<file path="src/rtl/blkxfer_pkg.sv">
// Shared types and encodings for the block move/compare sequencer.
// Assumes: flag bit order and register select codes are fixed by the brief.
package blkxfer_pkg;
    typedef enum logic [1:0] {
        ST_IDLE  = 2'd0,
        ST_READ  = 2'd1,
        ST_WRITE = 2'd2
    } bx_state_t;

    // register select codes for the load port
    localparam logic [2:0] SEL_DE    = 3'd0;
    localparam logic [2:0] SEL_HL    = 3'd1;
    localparam logic [2:0] SEL_IX    = 3'd2;
    localparam logic [2:0] SEL_IY    = 3'd3;
    localparam logic [2:0] SEL_COUNT = 3'd4;
    localparam logic [2:0] SEL_ACC   = 3'd5;
    localparam logic [2:0] SEL_FLAGS = 3'd6;

    // flag bit positions
    localparam int FL_C = 0;
    localparam int FL_N = 1;
    localparam int FL_V = 2;
    localparam int FL_H = 3;
    localparam int FL_Z = 4;
    localparam int FL_S = 5;
    localparam int FL_W = 6;

    // prefix low-bit code that selects the alternate pointer pair
    localparam logic [2:0] ALT_PAIR_CODE = 3'd5;
endpackage

</file>
<file path="src/rtl/blkxfer_step.sv">
// Pointer stepper: returns the pointer moved by one element in the chosen
// direction. Assumes the element size is 1 (byte) or 2 (word) address units.
module blkxfer_step #(
    parameter int AW = 16
) (
    input  logic [AW-1:0] cur,
    input  logic          dec,
    input  logic          word,
    output logic [AW-1:0] nxt
);
    logic [AW-1:0] amount;

    // pick the step size and apply it up or down
    always_comb begin
        amount = word ? AW'(2) : AW'(1);
        nxt    = dec ? (cur - amount) : (cur + amount);
    end
endmodule

</file>
<file path="src/rtl/blkxfer_cmp.sv">
// Compare unit: subtracts the element from the accumulator at byte or word
// width and returns the sign, zero and nibble-borrow results.
// Assumes DW is even; the byte width is DW/2.
module blkxfer_cmp #(
    parameter int DW = 16
) (
    input  logic [DW-1:0] lhs,
    input  logic [DW-1:0] rhs,
    input  logic          word,
    output logic          neg,
    output logic          zero,
    output logic          half
);
    localparam int BW = DW / 2;

    logic [DW-1:0] l_m;
    logic [DW-1:0] r_m;
    logic [DW-1:0] diff;

    // narrow the operands to the element width and derive the flags
    always_comb begin
        l_m  = word ? lhs : {{(DW-BW){1'b0}}, lhs[BW-1:0]};
        r_m  = word ? rhs : {{(DW-BW){1'b0}}, rhs[BW-1:0]};
        diff = l_m - r_m;
        neg  = word ? diff[DW-1] : diff[BW-1];
        zero = word ? (diff == '0) : (diff[BW-1:0] == '0);
        half = (l_m[3:0] < r_m[3:0]);
    end
endmodule

</file>
<file path="src/rtl/blkxfer_engine.sv">
// Block move / block compare sequencer.
// Holds four pointers, a counter, an accumulator and a flag register, and
// steps through memory one element at a time. Move: read cycle then write
// cycle. Compare: one read cycle. Assumes memory read data is valid in the
// same cycle as mem_rd and that writes complete in the mem_wr cycle.
module blkxfer_engine
    import blkxfer_pkg::*;
#(
    parameter int AW = 16,
    parameter int CW = 16,
    parameter int DW = 16
) (
    input  logic          clk,
    input  logic          rst_n,
    input  logic          start,
    input  logic          op_move,
    input  logic          op_repeat,
    input  logic          op_dec,
    input  logic          op_word,
    input  logic [7:0]    prefix,
    input  logic          cfg_we,
    input  logic [2:0]    cfg_sel,
    input  logic [DW-1:0] cfg_wdata,
    output logic [AW-1:0] mem_addr,
    output logic          mem_rd,
    output logic          mem_wr,
    output logic          mem_word,
    output logic [DW-1:0] mem_wdata,
    input  logic [DW-1:0] mem_rdata,
    output logic [AW-1:0] ptr_de,
    output logic [AW-1:0] ptr_hl,
    output logic [AW-1:0] ptr_ix,
    output logic [AW-1:0] ptr_iy,
    output logic [CW-1:0] count,
    output logic [DW-1:0] acc,
    output logic [FL_W-1:0] flags,
    output logic          busy,
    output logic          done
);
    localparam int BW    = DW / 2;
    localparam int NPTR  = 4;
    localparam int PIW   = $clog2(NPTR);

    bx_state_t       state_q;
    logic            mv_q, rep_q, dec_q, wd_q, alt_q;
    logic [DW-1:0]   hold_q;
    logic [AW-1:0]   ptr_q [NPTR];
    logic [CW-1:0]   cnt_q;
    logic [DW-1:0]   acc_q;
    logic [FL_W-1:0] flg_q;

    logic [PIW-1:0]  dst_idx, src_idx;
    logic [AW-1:0]   dst_cur, src_cur, dst_nxt, src_nxt;
    logic [CW-1:0]   cnt_nxt;
    logic            more;
    logic            c_neg, c_zero, c_half;
    logic            step_cmp, step_wr, upd_src, cfg_ok;
    logic            fin_cmp, fin_wr;

    // pick destination/source pointer slots from the latched pair select
    always_comb begin
        dst_idx = alt_q ? PIW'(2) : PIW'(0);
        src_idx = alt_q ? PIW'(3) : PIW'(1);
        dst_cur = ptr_q[dst_idx];
        src_cur = ptr_q[src_idx];
    end

    blkxfer_step #(.AW(AW)) u_dst_step (.cur(dst_cur), .dec(dec_q), .word(wd_q), .nxt(dst_nxt));
    blkxfer_step #(.AW(AW)) u_src_step (.cur(src_cur), .dec(dec_q), .word(wd_q), .nxt(src_nxt));

    blkxfer_cmp #(.DW(DW)) u_cmp (
        .lhs(acc_q), .rhs(mem_rdata), .word(wd_q),
        .neg(c_neg), .zero(c_zero), .half(c_half)
    );

    // element-step strobes, counter lookahead and termination tests
    always_comb begin
        cnt_nxt  = cnt_q - CW'(1);
        more     = (cnt_nxt != '0);
        step_cmp = (state_q == ST_READ) && !mv_q;
        step_wr  = (state_q == ST_WRITE);
        upd_src  = step_cmp || step_wr;
        cfg_ok   = cfg_we && (state_q == ST_IDLE);
        fin_cmp  = step_cmp && !(rep_q && more && !c_zero);
        fin_wr   = step_wr && !(rep_q && more);
    end

    // memory port drive
    always_comb begin
        mem_rd    = (state_q == ST_READ);
        mem_wr    = (state_q == ST_WRITE);
        mem_addr  = mem_wr ? dst_cur : src_cur;
        mem_word  = wd_q;
        mem_wdata = wd_q ? hold_q : {{(DW-BW){1'b0}}, hold_q[BW-1:0]};
    end

    // sequencer: latch the operation, walk read/write cycles, flag completion
    always_ff @(posedge clk) begin
        if (!rst_n) begin
            state_q <= ST_IDLE;
            done    <= 1'b0;
            mv_q    <= 1'b0;
            rep_q   <= 1'b0;
            dec_q   <= 1'b0;
            wd_q    <= 1'b0;
            alt_q   <= 1'b0;
        end else begin
            done <= 1'b0;
            case (state_q)
                ST_IDLE: if (start) begin
                    mv_q    <= op_move;
                    rep_q   <= op_repeat;
                    dec_q   <= op_dec;
                    wd_q    <= op_word;
                    alt_q   <= (prefix[2:0] == ALT_PAIR_CODE);
                    state_q <= ST_READ;
                end
                ST_READ: begin
                    if (mv_q) begin
                        state_q <= ST_WRITE;
                    end else if (fin_cmp) begin
                        state_q <= ST_IDLE;
                        done    <= 1'b1;
                    end
                end
                ST_WRITE: begin
                    if (fin_wr) begin
                        state_q <= ST_IDLE;
                        done    <= 1'b1;
                    end else begin
                        state_q <= ST_READ;
                    end
                end
                default: state_q <= ST_IDLE;
            endcase
        end
    end

    // capture the element read during a move
    always_ff @(posedge clk) begin
        if (!rst_n)                            hold_q <= '0;
        else if (state_q == ST_READ && mv_q)   hold_q <= mem_rdata;
    end

    // pointer registers: idle loads, then destination/source stepping
    for (genvar gi = 0; gi < NPTR; gi++) begin : g_ptr
        always_ff @(posedge clk) begin
            if (!rst_n)
                ptr_q[gi] <= '0;
            else if (cfg_ok && cfg_sel == 3'(gi))
                ptr_q[gi] <= AW'(cfg_wdata);
            else if (step_wr && dst_idx == PIW'(gi))
                ptr_q[gi] <= dst_nxt;
            else if (upd_src && src_idx == PIW'(gi))
                ptr_q[gi] <= src_nxt;
        end
    end

    // counter: idle load or one decrement per element
    always_ff @(posedge clk) begin
        if (!rst_n)                            cnt_q <= '0;
        else if (cfg_ok && cfg_sel == SEL_COUNT) cnt_q <= CW'(cfg_wdata);
        else if (upd_src)                      cnt_q <= cnt_nxt;
    end

    // accumulator: idle load only
    always_ff @(posedge clk) begin
        if (!rst_n)                            acc_q <= '0;
        else if (cfg_ok && cfg_sel == SEL_ACC) acc_q <= cfg_wdata;
    end

    // flags: idle load, move update, compare update (carry always kept)
    always_ff @(posedge clk) begin
        if (!rst_n) begin
            flg_q <= '0;
        end else if (cfg_ok && cfg_sel == SEL_FLAGS) begin
            flg_q <= cfg_wdata[FL_W-1:0];
        end else if (step_wr) begin
            flg_q[FL_N] <= 1'b0;
            flg_q[FL_H] <= 1'b0;
            flg_q[FL_V] <= more;
        end else if (step_cmp) begin
            flg_q[FL_S] <= c_neg;
            flg_q[FL_Z] <= c_zero;
            flg_q[FL_H] <= c_half;
            flg_q[FL_N] <= 1'b1;
            flg_q[FL_V] <= more;
        end
    end

    assign ptr_de = ptr_q[0];
    assign ptr_hl = ptr_q[1];
    assign ptr_ix = ptr_q[2];
    assign ptr_iy = ptr_q[3];
    assign count  = cnt_q;
    assign acc    = acc_q;
    assign flags  = flg_q;
    assign busy   = (state_q != ST_IDLE);

    // ---------------- assertions ----------------
    p_rdwr_excl_r4: assert property (@(posedge clk) disable iff (!rst_n)
        !(mem_rd && mem_wr));

    p_wr_after_rd_r4: assert property (@(posedge clk) disable iff (!rst_n)
        mem_wr |-> $past(mem_rd));

    p_cnt_step_r4: assert property (@(posedge clk) disable iff (!rst_n)
        (mem_wr || (mem_rd && !mv_q)) |=> (count == CW'($past(count) - CW'(1))));

    p_carry_kept_r7: assert property (@(posedge clk) disable iff (!rst_n)
        (mem_rd && !mv_q) |=> (flags[FL_C] == $past(flags[FL_C])));

    p_cmp_nowrite_r7: assert property (@(posedge clk) disable iff (!rst_n)
        (busy && !mv_q) |-> !mem_wr);

    p_acc_busy_r2: assert property (@(posedge clk) disable iff (!rst_n)
        busy |=> $stable(acc));

    p_done_pulse_r11: assert property (@(posedge clk) disable iff (!rst_n)
        done |-> (!busy ##1 !done));
endmodule

</file>
<file path="config.mk">
export PLATFORM = sky130hd
export DESIGN_NAME = blkxfer_engine
export DESIGN_NICKNAME = d
export VERILOG_FILES = /design/src/rtl/blkxfer_pkg.sv /design/src/rtl/blkxfer_step.sv /design/src/rtl/blkxfer_cmp.sv /design/src/rtl/blkxfer_engine.sv
export SDC_FILE = /design/constraint.sdc
export NUM_CORES = 1
export LEC_CHECK = 0
export BUFFER_PORTS_ARGS = -buffer_cell sky130_fd_sc_hd__buf_2
export CAP_MARGIN = 25
export CORE_UTILIZATION = 55
export DETAILED_ROUTE_END_ITERATION = 7
export PLACE_DENSITY = 0.81
export SYNTH_ARGS = -nofsm -noshare
export SYNTH_HDL_FRONTEND = slang
export SYNTH_SLANG_ARGS = --single-unit
export TNS_END_PERCENT = 20
</file>
<file path="constraint.sdc">
create_clock -name clk -period 5.15 [get_ports clk]
set_input_delay 1.03 -clock clk [delete_from_list [all_inputs] [get_ports clk]]
set_output_delay 1.03 -clock clk [all_outputs]
set_load 0.05 [all_outputs]
</file>
Word level (Yosys, flattened, before mapping):

Memory sizes are Yosys's and may differ from the RTL's.
Index checks and enable logic that the tools add are counted.

* register bits: 62
* bits in writable memories: 64
* memories: 1
* output and inout port bits: 139

* equality and inequality tests: 18
* bitwise gates (word level): 12
* magnitude comparators: 1
* reduce and logical (&&, ||, !) cells: 41
* muxes and demuxes: 87
* $add $sub $neg: 6

Memory list
* ptr_q: depth 4, width 16, read ports 6, clocked after Yosys merged registers in 0, write ports 4, RTL line blkxfer_engine.sv:47 `logic [AW-1:0] ptr_q [NPTR];`

Operator list (number)
* $mux 16: 20
* $mux 1: 55
* $sub 16x16->16: 3
* $add 16x16->16: 2
* $logic_and 1x1->1: 22
* $logic_not 16->1: 1
* $reduce_bool 16->1: 1
* $sub 16x1->16 const B: 1
* $mux 2: 7
* $eq 3x3->1 const B: 4
* $or 1x1->1: 12
* $eq 2x2->1 const B: 5
* $mux 5: 2
* $logic_not 8->1: 1
* $eq 2x1->1 const B: 3
* $eq 3x2->1 const B: 2
* $logic_not 2->1: 3
* $pmux 2 s3: 1
* $reduce_and 2->1: 3
* $reduce_bool 2->1: 3
* $logic_not 1->1: 4
* $lt 4x4->1: 1
* $eq 3x1->1 const B: 1
* $logic_not 3->1: 1
* 7 further kinds: 7

Depth between registers and ports, before layout:

Gate-level depths: netlist (run 1).

* depth in word-level cells: 11
* mapped depth: 16
* depth with buffers taken out: 13

Hierarchy:

From an unflattened synthesis (run 1), not the netlist that was laid out.

* cell total of the unflattened synthesis: 1000
* area total of the unflattened synthesis: 8757.1 um^2

By module, submodules not included
* blkxfer_engine: cells an instance 658, sequential area each 3163.0 um^2, area each 6313.6 um^2, times used 1
* blkxfer_step: cells an instance 97, sequential area each 0.0 um^2, area each 732.0 um^2, times used 2
* blkxfer_cmp: cells an instance 148, sequential area each 0.0 um^2, area each 979.7 um^2, times used 1

Least setup slack after synthesis (run 1):

Ideal clock, no wire load.

* path kind: reg-to-reg
* from: register alt_q
* to: memory ptr_q[2][14] (data pin)
* cell stages (with the launch flop): 17
* period minus slack after synthesis: 4224 ps
* required time: 4892 ps
* arrival: 3966 ps
* slack: 926 ps
* path through: dfxtp_1 clkbuf_1 buf_1 clkbuf_1 mux2i_1 ha_1 inv_1 fa_1 a21o_1 a21oi_1 o21ai_0 a31oi_1 o21bai_1 a2111oi_0 o41ai_1 xor2_1 o221a_2

RTL lines
* start: declaration: RTL line blkxfer_engine.sv:45 `logic mv_q, rep_q, dec_q, wd_q, alt_q;`
* start signal: assignment: RTL line blkxfer_engine.sv:115 `alt_q <= (prefix[2:0] == ALT_PAIR_CODE);`
* end: declaration: RTL line blkxfer_engine.sv:47

==> results.toml, run 1 <==
[floorplan]
pin_count = 190
start_util_pct = 56.6
rows = 44
die_y_um = 125
coreArea_um2 = 14600
die_area_um2 = 15600
fp.dieW_um = 125

[clock_network]
h-tree-depth = 4
cts_hold_buf = 0
clk_latency_ns = 0.43
ctsResizeCount = 0
post_cts_buffers = 0
clk_pin_slew_worst_paths_ns = 0.05
cts_tree = "built"
cts_root_buffer = "clkbuf_16"
clock_path_buffers = 2
clkSinkCount = 126
cts_buffers = 17

[setup_path]
crit_chain = "mux2i_1, ha_1, inv_1, fa_1, a21o_1, a21oi_1, o21ai_0, a31oi_1, o21bai_1, a2111oi_0, o41ai_1, xor2_1, o221a_2"
crit_slowest_cell = "dfxtp_2"
crit_path_start_kind = "flip-flop"
critical-path-top-delay-family = "compound AO/OA/AOI/OAI gates"
path_buf_inv = 1
worstSetupPathType = "reg2reg"
cp.required_ns = 5.33
cp-end-kind = "flip-flop"
crit_arrival_ns = 4.44
path_max_fanout = 25
cp_slowest_stage_delay_ns = 0.74

[grt]
grt_max_degree = 40
antenna_found_initial = 2
overflow = 0
grt_pass1_wl_um = 37300
grt_pass1_vias = 7200
track_usage_pct = 31.5

[synth]
synth-adder-area-share_pct = 8.18
synth_xor_area_share_pct = 5.18
yosysTopAreaCellShare_pct = 23.2
synth_area_um2 = 8290
synth_top_family_by_area = "compound AO/OA/AOI/OAI gates"
synth_compound_area_share_pct = 20.4
ys_seq_area_share_pct = 38.1
synth_cells = 934
yosys.area_share.simple_pct = 18.9
synth.area.top_cells = "edfxtp_1, dfxtp_1, ha_1, nand2_1, nor2_1"
async_reset_ff_share_pct = 0
yosysMostFrequentCell = "nand2_1"
synth_mux_area_share_pct = 5.04
postSynthAreaPerCell_um2 = 8.88
synth-edff-count = 64
syn_nets = 1038
yosysTopAreaCell = "edfxtp_1"
synthFlopType = "edfxtp_1"
synth.distinct_cells = 67
yosys_warnings = 0
synth_common_cells = "nand2_1, nor2_1, a21oi_1, edfxtp_1, dfxtp_1"
synth_seq_cells = 126

[placement]
io_buffers = 184
place_ws_ns = 0.986
gp_congestion = 0.966
dp_hpwl_um = 17500
placed_area_um2 = 9340

[status]
violations = "design-rule violations"
outcome = "finished, violations left"

[sta]
grt_setup_unrepaired = "false"
max_slew_margin_pct = 32.6
hold_viol = 0
fin_crit_ns = 4.27
max_freq_ghz = 0.234
postLayoutSetupSlackWorst_ns = 0.883
slew_viol_final = 0
worst_slew_pin_slew_ns = 1.00
finClkSkew_ns = 0.00654
setup_viol = 0
period_share_pct = 82.9
fin_tns_setup_ns = 0

[detailed_routing]
viasPerCell = 6.03
first_iter_violations = 641
wirelength_um = 24400
routedWlPerCell_um = 18.8
detail_route.first_pass.iterations = 7
vias = 7814
ant_nets = 0
remaining_drc_errors = 34

[job]
cap_violations = 0

[layout]
regArea_um2 = 3160
final_util_pct = 67.7
finalInstanceArea_um2 = 9910
syn2layout_area_growth_pct = 19.5
drive_above_1_share_pct = 24.8
fillers = 1242
multiInputGateArea_um2 = 4800
nNetsFinal = 1202

[pwr]
p_per_area_nw_per_um2 = 328
ir_worst_vdd_mv = 0.244
p_leak_nw = 4.40

[worst_hold_path]
hold_class = "reg2reg"
## flip-flops by register name (all words and copies together) (netlist names)
| name | flops |
|---|---|
| ptr_q | 64 |
| acc | 16 |
| count | 16 |
| hold_q | 16 |
| flags | 6 |
| state_q | 2 |
| alt_q | 1 |
| dec_q | 1 |
| done | 1 |
| mem_word | 1 |
| mv_q | 1 |
| rep_q | 1 |
## layer usage
| metal | global-route usage, % | vias to the layer above | wire, um |
|---|---|---|---|
| li1 | - | 3739 | - |
| met1 | 37.7 | 3628 | 9720 |
| met2 | 51.3 | 387 | 11400 |
| met3 | 9.32 | 60 | 2490 |
| met4 | 16.0 | 0 | 802 |
| met5 | 0 | - | 0 |
## worst paths after layout
kind	from	to	slack, ns	depth (start not counted)
worst max-delay path	alt_q$_SDFFE_PN0P_	ptr_q[2][14]$_SDFFCE_PN0P_	0.88	13
worst min-delay path	hold_q[4]$_SDFFE_PN0P_	hold_q[4]$_SDFFE_PN0P_	0.45	2
worst max register to register	alt_q$_SDFFE_PN0P_	ptr_q[2][14]$_SDFFCE_PN0P_	0.88	13
worst min register to register	hold_q[4]$_SDFFE_PN0P_	hold_q[4]$_SDFFE_PN0P_	0.45	2
## logic make-up after synthesis
| family | count (synthesis) |
|---|---|
| AND/OR/NAND/NOR | 349 |
| AO/OA/AOI/OAI | 235 |
| flip-flops | 126 |
| buffers and inverters | 85 |
| adder cells (fa/ha/maj) | 53 |
| XOR/XNOR | 49 |
| multiplexers | 37 |
## through the flow
stage	power, mW	std cells	hold slack (ns)
after floorplan	1.86	934	0.432
after global placement	2.06	1260	0.437
after detailed placement	2.08	1263	0.444
after CTS	3.25	1294	0.452
after global routing	3.36	1296	0.477
final	3.25	1296	0.452
## report_power, final
group          switching, mW  leakage (nW)  total [mW]  internal [mW]
Combinational          0.628          2.95       0.895          0.267
Clock                  0.423         0.275        1.17          0.745
Sequential            0.0622          1.17        1.18           1.12
## layout make-up
type                       instances  area share (%)
multi-input combinational        723            48.4
sequential                       126            31.9
timing repair buffer             198            10.4
clock buffer                      20            4.41
tap                              184            2.32
clock inverter                    11            1.25
inverter                          32            1.21
antenna                            2          0.0505
## tightest hold or removal path, delay by kind of cell, from the launching register on
family           cells  cell delay (ns)
flip-flops           1             0.30
AND/OR/NAND/NOR      1             0.05
AO/OA/AOI/OAI        1             0.05
## cells in the final DEF, fill, tap and decap left out, drive strengths merged, types with 4 or more instances in the layout
cell type and count:
buf 198, nand2 124, nor2 111, a21oi 72
edfxtp 64, dfxtp 62, ha 51, a22o 44
xnor2 31, inv 31, mux2 28, nor3 27
o21ai 25, clkbuf 20, nand3 19, and2 18
xor2 18, a211oi 16, o221a 13, or3 10
nand2b 9, clkinv 9, a2111oi 9, mux2i 8
o211ai 8, a21o 7, nor4 7, nor2b 5
a31oi 5, o21bai 5, nand4 5, o21a 4
a221o 4
Note: power is estimated with default switching activity, not from simulation.
==> run 2, diff against run 1 <==
--- a/config.mk
+++ b/config.mk
@@ -7,9 +7,9 @@
 export LEC_CHECK = 0
 export BUFFER_PORTS_ARGS = -buffer_cell sky130_fd_sc_hd__buf_2
 export CAP_MARGIN = 25
-export CORE_UTILIZATION = 55
+export CORE_UTILIZATION = 50
 export DETAILED_ROUTE_END_ITERATION = 7
-export PLACE_DENSITY = 0.81
+export PLACE_DENSITY = 0.78
 export SYNTH_ARGS = -nofsm -noshare
 export SYNTH_HDL_FRONTEND = slang
 export SYNTH_SLANG_ARGS = --single-unit
==> constraint.sdc (replaced) <==
create_clock -name clk -period 3.51 [get_ports clk]
set_input_delay 0.702 -clock clk [delete_from_list [all_inputs] [get_ports clk]]
set_output_delay 0.702 -clock clk [all_outputs]
set_load 0.05 [all_outputs]
==> run 2 against run 1 <==
  * The run now ends clean
  * Power is 50% higher
  * Non-clock buffer count increased by 21
  * Cell count is 4.2% higher
  * Wire length is 1.7% higher
  * First-iteration DRC count grew 3.9%
  * Register-to-register slack worse by 0.74 ns
  * Final area grew 2.9%
  * Critical path type unchanged
  * Critical endpoint unchanged
  * Largest cell class unchanged
==> results.toml, run 2 (same netlist as run 1, synthesis figures left out) <==
[status]
outcome = "finished, final reports clean"

[grt]
grt_pass1_wl_um = 37400
track_usage_pct = 29.5
antenna_found_initial = 2
grt_pass1_vias = 7096
overflow = 0
grt_max_degree = 44

[sta]
hold_viol = 0
fin_tns_setup_ns = 0
slew_viol_final = 0
max_freq_ghz = 0.297
max_slew_margin_pct = 36.4
whs_ns = 0.452
period_share_pct = 95.9
finClkSkew_ns = 0.00547
grt_setup_unrepaired = "true"
setup_viol = 0
postLayoutSetupSlackWorst_ns = 0.142
fin_crit_ns = 3.37
worst_slew_pin_slew_ns = 0.954

[pwr]
p_leak_nw = 4.52
ir_worst_vdd_mv = 0.358
p_per_area_nw_per_um2 = 478

[layout]
fillers = 1379
final_util_pct = 63.5
nNetsFinal = 1223
largest_reg_flops = 64
regArea_um2 = 3170
final_common_cell = "buf_2"
regMostFlops = "ptr_q"
finalInstanceArea_um2 = 10200
syn2layout_area_growth_pct = 23.0
final_cell_mix = "buf_2, nand2_1, nor2_1"
multiInputGateArea_um2 = 4830
drive_above_1_share_pct = 27.5

[placement]
placed_area_um2 = 9560
io_buffers = 184
place_ws_ns = -0.00910
dp_hpwl_um = 18000
gp_congestion = 0.958

[detailed_routing]
detail_route.first_pass.iterations = 5
routedWlPerCell_um = 18.4
first_iter_violations = 666
vias = 7850
viasPerCell = 5.81
ant_nets = 0
remaining_drc_errors = 0
wirelength_um = 24800

[clock_network]
h-tree-depth = 4
clkSinkCount = 126
clock_path_buffers = 2
clk_latency_ns = 0.42
cts_buffers = 17
clk_pin_slew_worst_paths_ns = 0.06
cts_hold_buf = 0
post_cts_buffers = 0
cts_tree = "built"
cts_root_buffer = "clkbuf_16"

[floorplan]
pin_count = 190
coreArea_um2 = 16100
die_area_um2 = 17100
rows = 46
start_util_pct = 51.6
die_y_um = 131
fp.dieW_um = 131

[setup_path]
crit_arrival_ns = 3.54
crit_path_start_kind = "flip-flop"
path_max_fanout = 2
cp.required_ns = 3.68
cp-end-kind = "flip-flop"
worstSetupPathType = "reg2reg"

[job]
cap_violations = 0

[worst_hold_path]
hold_class = "reg2reg"
[run 2: power breakdown]
part	internal, mW	switching (mW)
Combinational	0.418	0.932
Sequential	1.65	0.0862
Clock	1.11	0.680
Total	3.17	1.70
[run 2: layout make-up]
class                      count  share of cell area, %
inverter                      32                   1.18
multi-input combinational    723                   47.3
clock buffer                  17                   4.17
sequential                   126                   31.1
clock inverter                15                   1.68
tap                          216                   2.65
timing repair buffer         219                   11.9
antenna                        2                 0.0491
[run 2: final timing paths]
path	from	end	slack, ns	depth (start not counted)
hold / removal	hold_q[5]$_SDFFE_PN0P_	hold_q[5]$_SDFFE_PN0P_	0.45	2
setup reg to reg	ptr_q[0][0]$_DFFE_PP_	ptr_q[2][14]$_SDFFCE_PN0P_	0.14	13
hold reg to reg	hold_q[5]$_SDFFE_PN0P_	hold_q[5]$_SDFFE_PN0P_	0.45	2
setup / recovery	ptr_q[0][0]$_DFFE_PP_	ptr_q[2][14]$_SDFFCE_PN0P_	0.14	13
[run 2: metal layers]
layer | GRT usage, % | part of all wire, %
met1 | 35.2 | 41
met2 | 48.6 | 46
met3 | 8.84 | 9.3
met4 | 13.9 | 3.7
met5 | 0 | 0
[run 2: what timing repair did]
item | CTS | global route
pin swaps | 0 | 1
setup endpoints to repair | 1 | 10
gates resized for setup | 1 | 9
[run 2: worst max-delay path: stages (launching register included)]
cell and delay [ns]:
edfxtp_1 0.46, mux2i_2 0.24, ha_1 0.22, inv_1 0.06, fa_1 0.40, a21o_1 0.19
a21oi_2 0.15, o21ai_0 0.11, a31oi_1 0.23, o21bai_1 0.12, a2111oi_2 0.37, o41ai_1 0.12
xor2_1 0.18, o221a_2 0.27
[run 2: through the flow]
| step | power (mW) | cells |
|---|---|---|
| floorplan | 2.74 | 934 |
| global placement | 3.07 | 1316 |
| detailed placement | 3.09 | 1316 |
| CTS | 4.88 | 1348 |
| global route | 5.07 | 1350 |
| finish | 4.87 | 1350 |
==> run 3, diff against run 2 <==
--- a/config.mk
+++ b/config.mk
@@ -7,6 +7,8 @@
 export LEC_CHECK = 0
 export BUFFER_PORTS_ARGS = -buffer_cell sky130_fd_sc_hd__buf_2
 export CAP_MARGIN = 25
+export CORE_ASPECT_RATIO = 1.1
+export CORE_MARGIN = 3
 export CORE_UTILIZATION = 50
 export DETAILED_ROUTE_END_ITERATION = 7
 export PLACE_DENSITY = 0.78
==> run 3 against run 2 <==
  * Sequential cell count unchanged
  * Critical endpoint is now ptr_q[1][14]$_DFFE_PP_
  * Critical path depth up 1
  * First-iteration DRC count down 5.4%
  * Worst hold slack worse by 0.0024 ns
  * Maximum frequency up 0.51%
  * Final area down 0.75%
  * Die area up 6.2%
==> results.toml, run 3 (same netlist as run 1, synthesis figures left out) <==
[pwr]
p_seq_share_pct = 36.3
combPwrFrac_pct = 28.2
total_power_mw = 4.76
p_sw_share_pct = 34.7
p_int_mw = 3.11
p_per_area_nw_per_um2 = 470
ir_worst_vdd_mv = 0.300
switchingPower_mw = 1.65
p_leak_nw = 4.52
clockPowerShare_pct = 35.5

[clock_network]
clk_latency_ns = 0.42
cts_tree = "built"
h-tree-depth = 4
clkSinkCount = 126
cts_hold_buf = 0
post_cts_buffers = 0
clock_path_buffers = 2
clk_pin_slew_worst_paths_ns = 0.06
ctsResizeCount = 0
cts_buffers = 17
cts_root_buffer = "clkbuf_16"

[sta]
slew_viol_final = 0
fin_tns_setup_ns = 0
max_freq_ghz = 0.298
setup_viol = 0
fin_crit_ns = 3.35
period_share_pct = 95.5
worst_slew_pin_slew_ns = 0.966
max_slew_margin_pct = 35.6
finClkSkew_ns = 0.00717
grt_setup_unrepaired = "true"
hold_viol = 0

[layout]
syn2layout_area_growth_pct = 22.1
final_util_pct = 63.4
final_cell_mix = "buf_2, nand2_1, nor2_1"
final_common_cell = "buf_2"
final_cells = 1330
nNetsFinal = 1221
drive_above_1_share_pct = 27.6
regMostFlops = "ptr_q"
fillers = 1344
antenna_cells = 0
largest_reg_flops = 64

[detailed_routing]
detail_route.first_pass.iterations = 6
routedWlPerCell_um = 18.8
first_iter_violations = 630
remaining_drc_errors = 0
vias = 7835
viasPerCell = 5.89
wirelength_um = 24900
ant_nets = 0

[setup_path]
worstSetupPathType = "reg2reg"
cp.required_ns = 3.68
crit_path_start_kind = "flip-flop"
cp-end-kind = "flip-flop"
path_max_fanout = 10
crit_arrival_ns = 3.52

[worst_hold_path]
hold_class = "reg2reg"

[grt]
track_usage_pct = 27.0
antenna_found_initial = 0
grt_pass1_wl_um = 38300
grt_pass1_vias = 7323
overflow = 0
grt_max_degree = 61

[status]
outcome = "finished, final reports clean"

[job]
cap_violations = 0

[floorplan]
coreArea_um2 = 16000
start_util_pct = 51.9
rows = 48
die_area_um2 = 18200
pin_count = 190
die_y_um = 141
fp.dieW_um = 129

[placement]
io_buffers = 184
dp_hpwl_um = 18200
gp_congestion = 0.975
dp.cells = 1298
## run 3: cell type report
| class | count | area, um^2 | area share, % |
|---|---|---|---|
| multi-input cells | 723 | 4840 | 47.8 |
| flip-flops and latches | 126 | 3170 | 31.3 |
| repair buffers | 217 | 1170 | 11.6 |
| clock buffers | 27 | 544 | 5.38 |
| well taps | 200 | 250 | 2.47 |
| inverters | 32 | 120 | 1.19 |
| clock inverters | 5 | 26.3 | 0.260 |
## run 3: power groups by stage
stage	sequential (mW)	combinational (mW)	clock (mW)
2_1_floorplan	2.04	0.693	0
3_3_place_gp	1.75	1.30	0
3_5_place_dp	1.76	1.32	0
4_1_cts	1.73	1.33	1.70
5_1_grt	1.74	1.44	1.77
6_report	1.73	1.34	1.69
## run 3: stage by stage
step	cell area (um^2)	hold WS [ns]	setup slack, ns
5_1_grt	10100	0.471	-0.0225
6_report	10100	0.450	0.159
2_1_floorplan	8330	0.432	-0.00590
3_3_place_gp	9500	0.438	0.104
3_5_place_dp	9500	0.445	0.0278
4_1_cts	10100	0.452	0.0597
## run 3: final timing paths
check                    startpoint                     end  slack, ns  cells past startpoint
max              alt_q$_SDFFE_PN0P_  ptr_q[1][14]$_DFFE_PP_       0.16                     14
min          hold_q[2]$_SDFFE_PN0P_  hold_q[2]$_SDFFE_PN0P_       0.45                      2
max reg2reg      alt_q$_SDFFE_PN0P_  ptr_q[1][14]$_DFFE_PP_       0.16                     14
min reg2reg  hold_q[2]$_SDFFE_PN0P_  hold_q[2]$_SDFFE_PN0P_       0.45                      2
## run 3: worst max-delay path: stages, from the launching register on
cell and delay [ns]:
dfxtp_4 0.41, buf_4 0.19, mux2i_1 0.26, ha_1 0.21, inv_1 0.06, fa_1 0.41, a21o_1 0.18, a21oi_1 0.20
nand2b_1 0.18, a2111oi_0 0.14, nor2_1 0.13, a21oi_1 0.09, a31o_2 0.26, xor2_1 0.16, a22o_1 0.23
## run 3: metal layers
| layer | vias up | part of all wire [%] | global-route usage (%) |
|---|---|---|---|
| li1 | 3774 | - | - |
| met1 | 3645 | 40 | 33.7 |
| met2 | 365 | 48 | 45.1 |
| met3 | 51 | 9.1 | 7.05 |
| met4 | 0 | 3.0 | 9.40 |
| met5 | - | 0 | 0 |
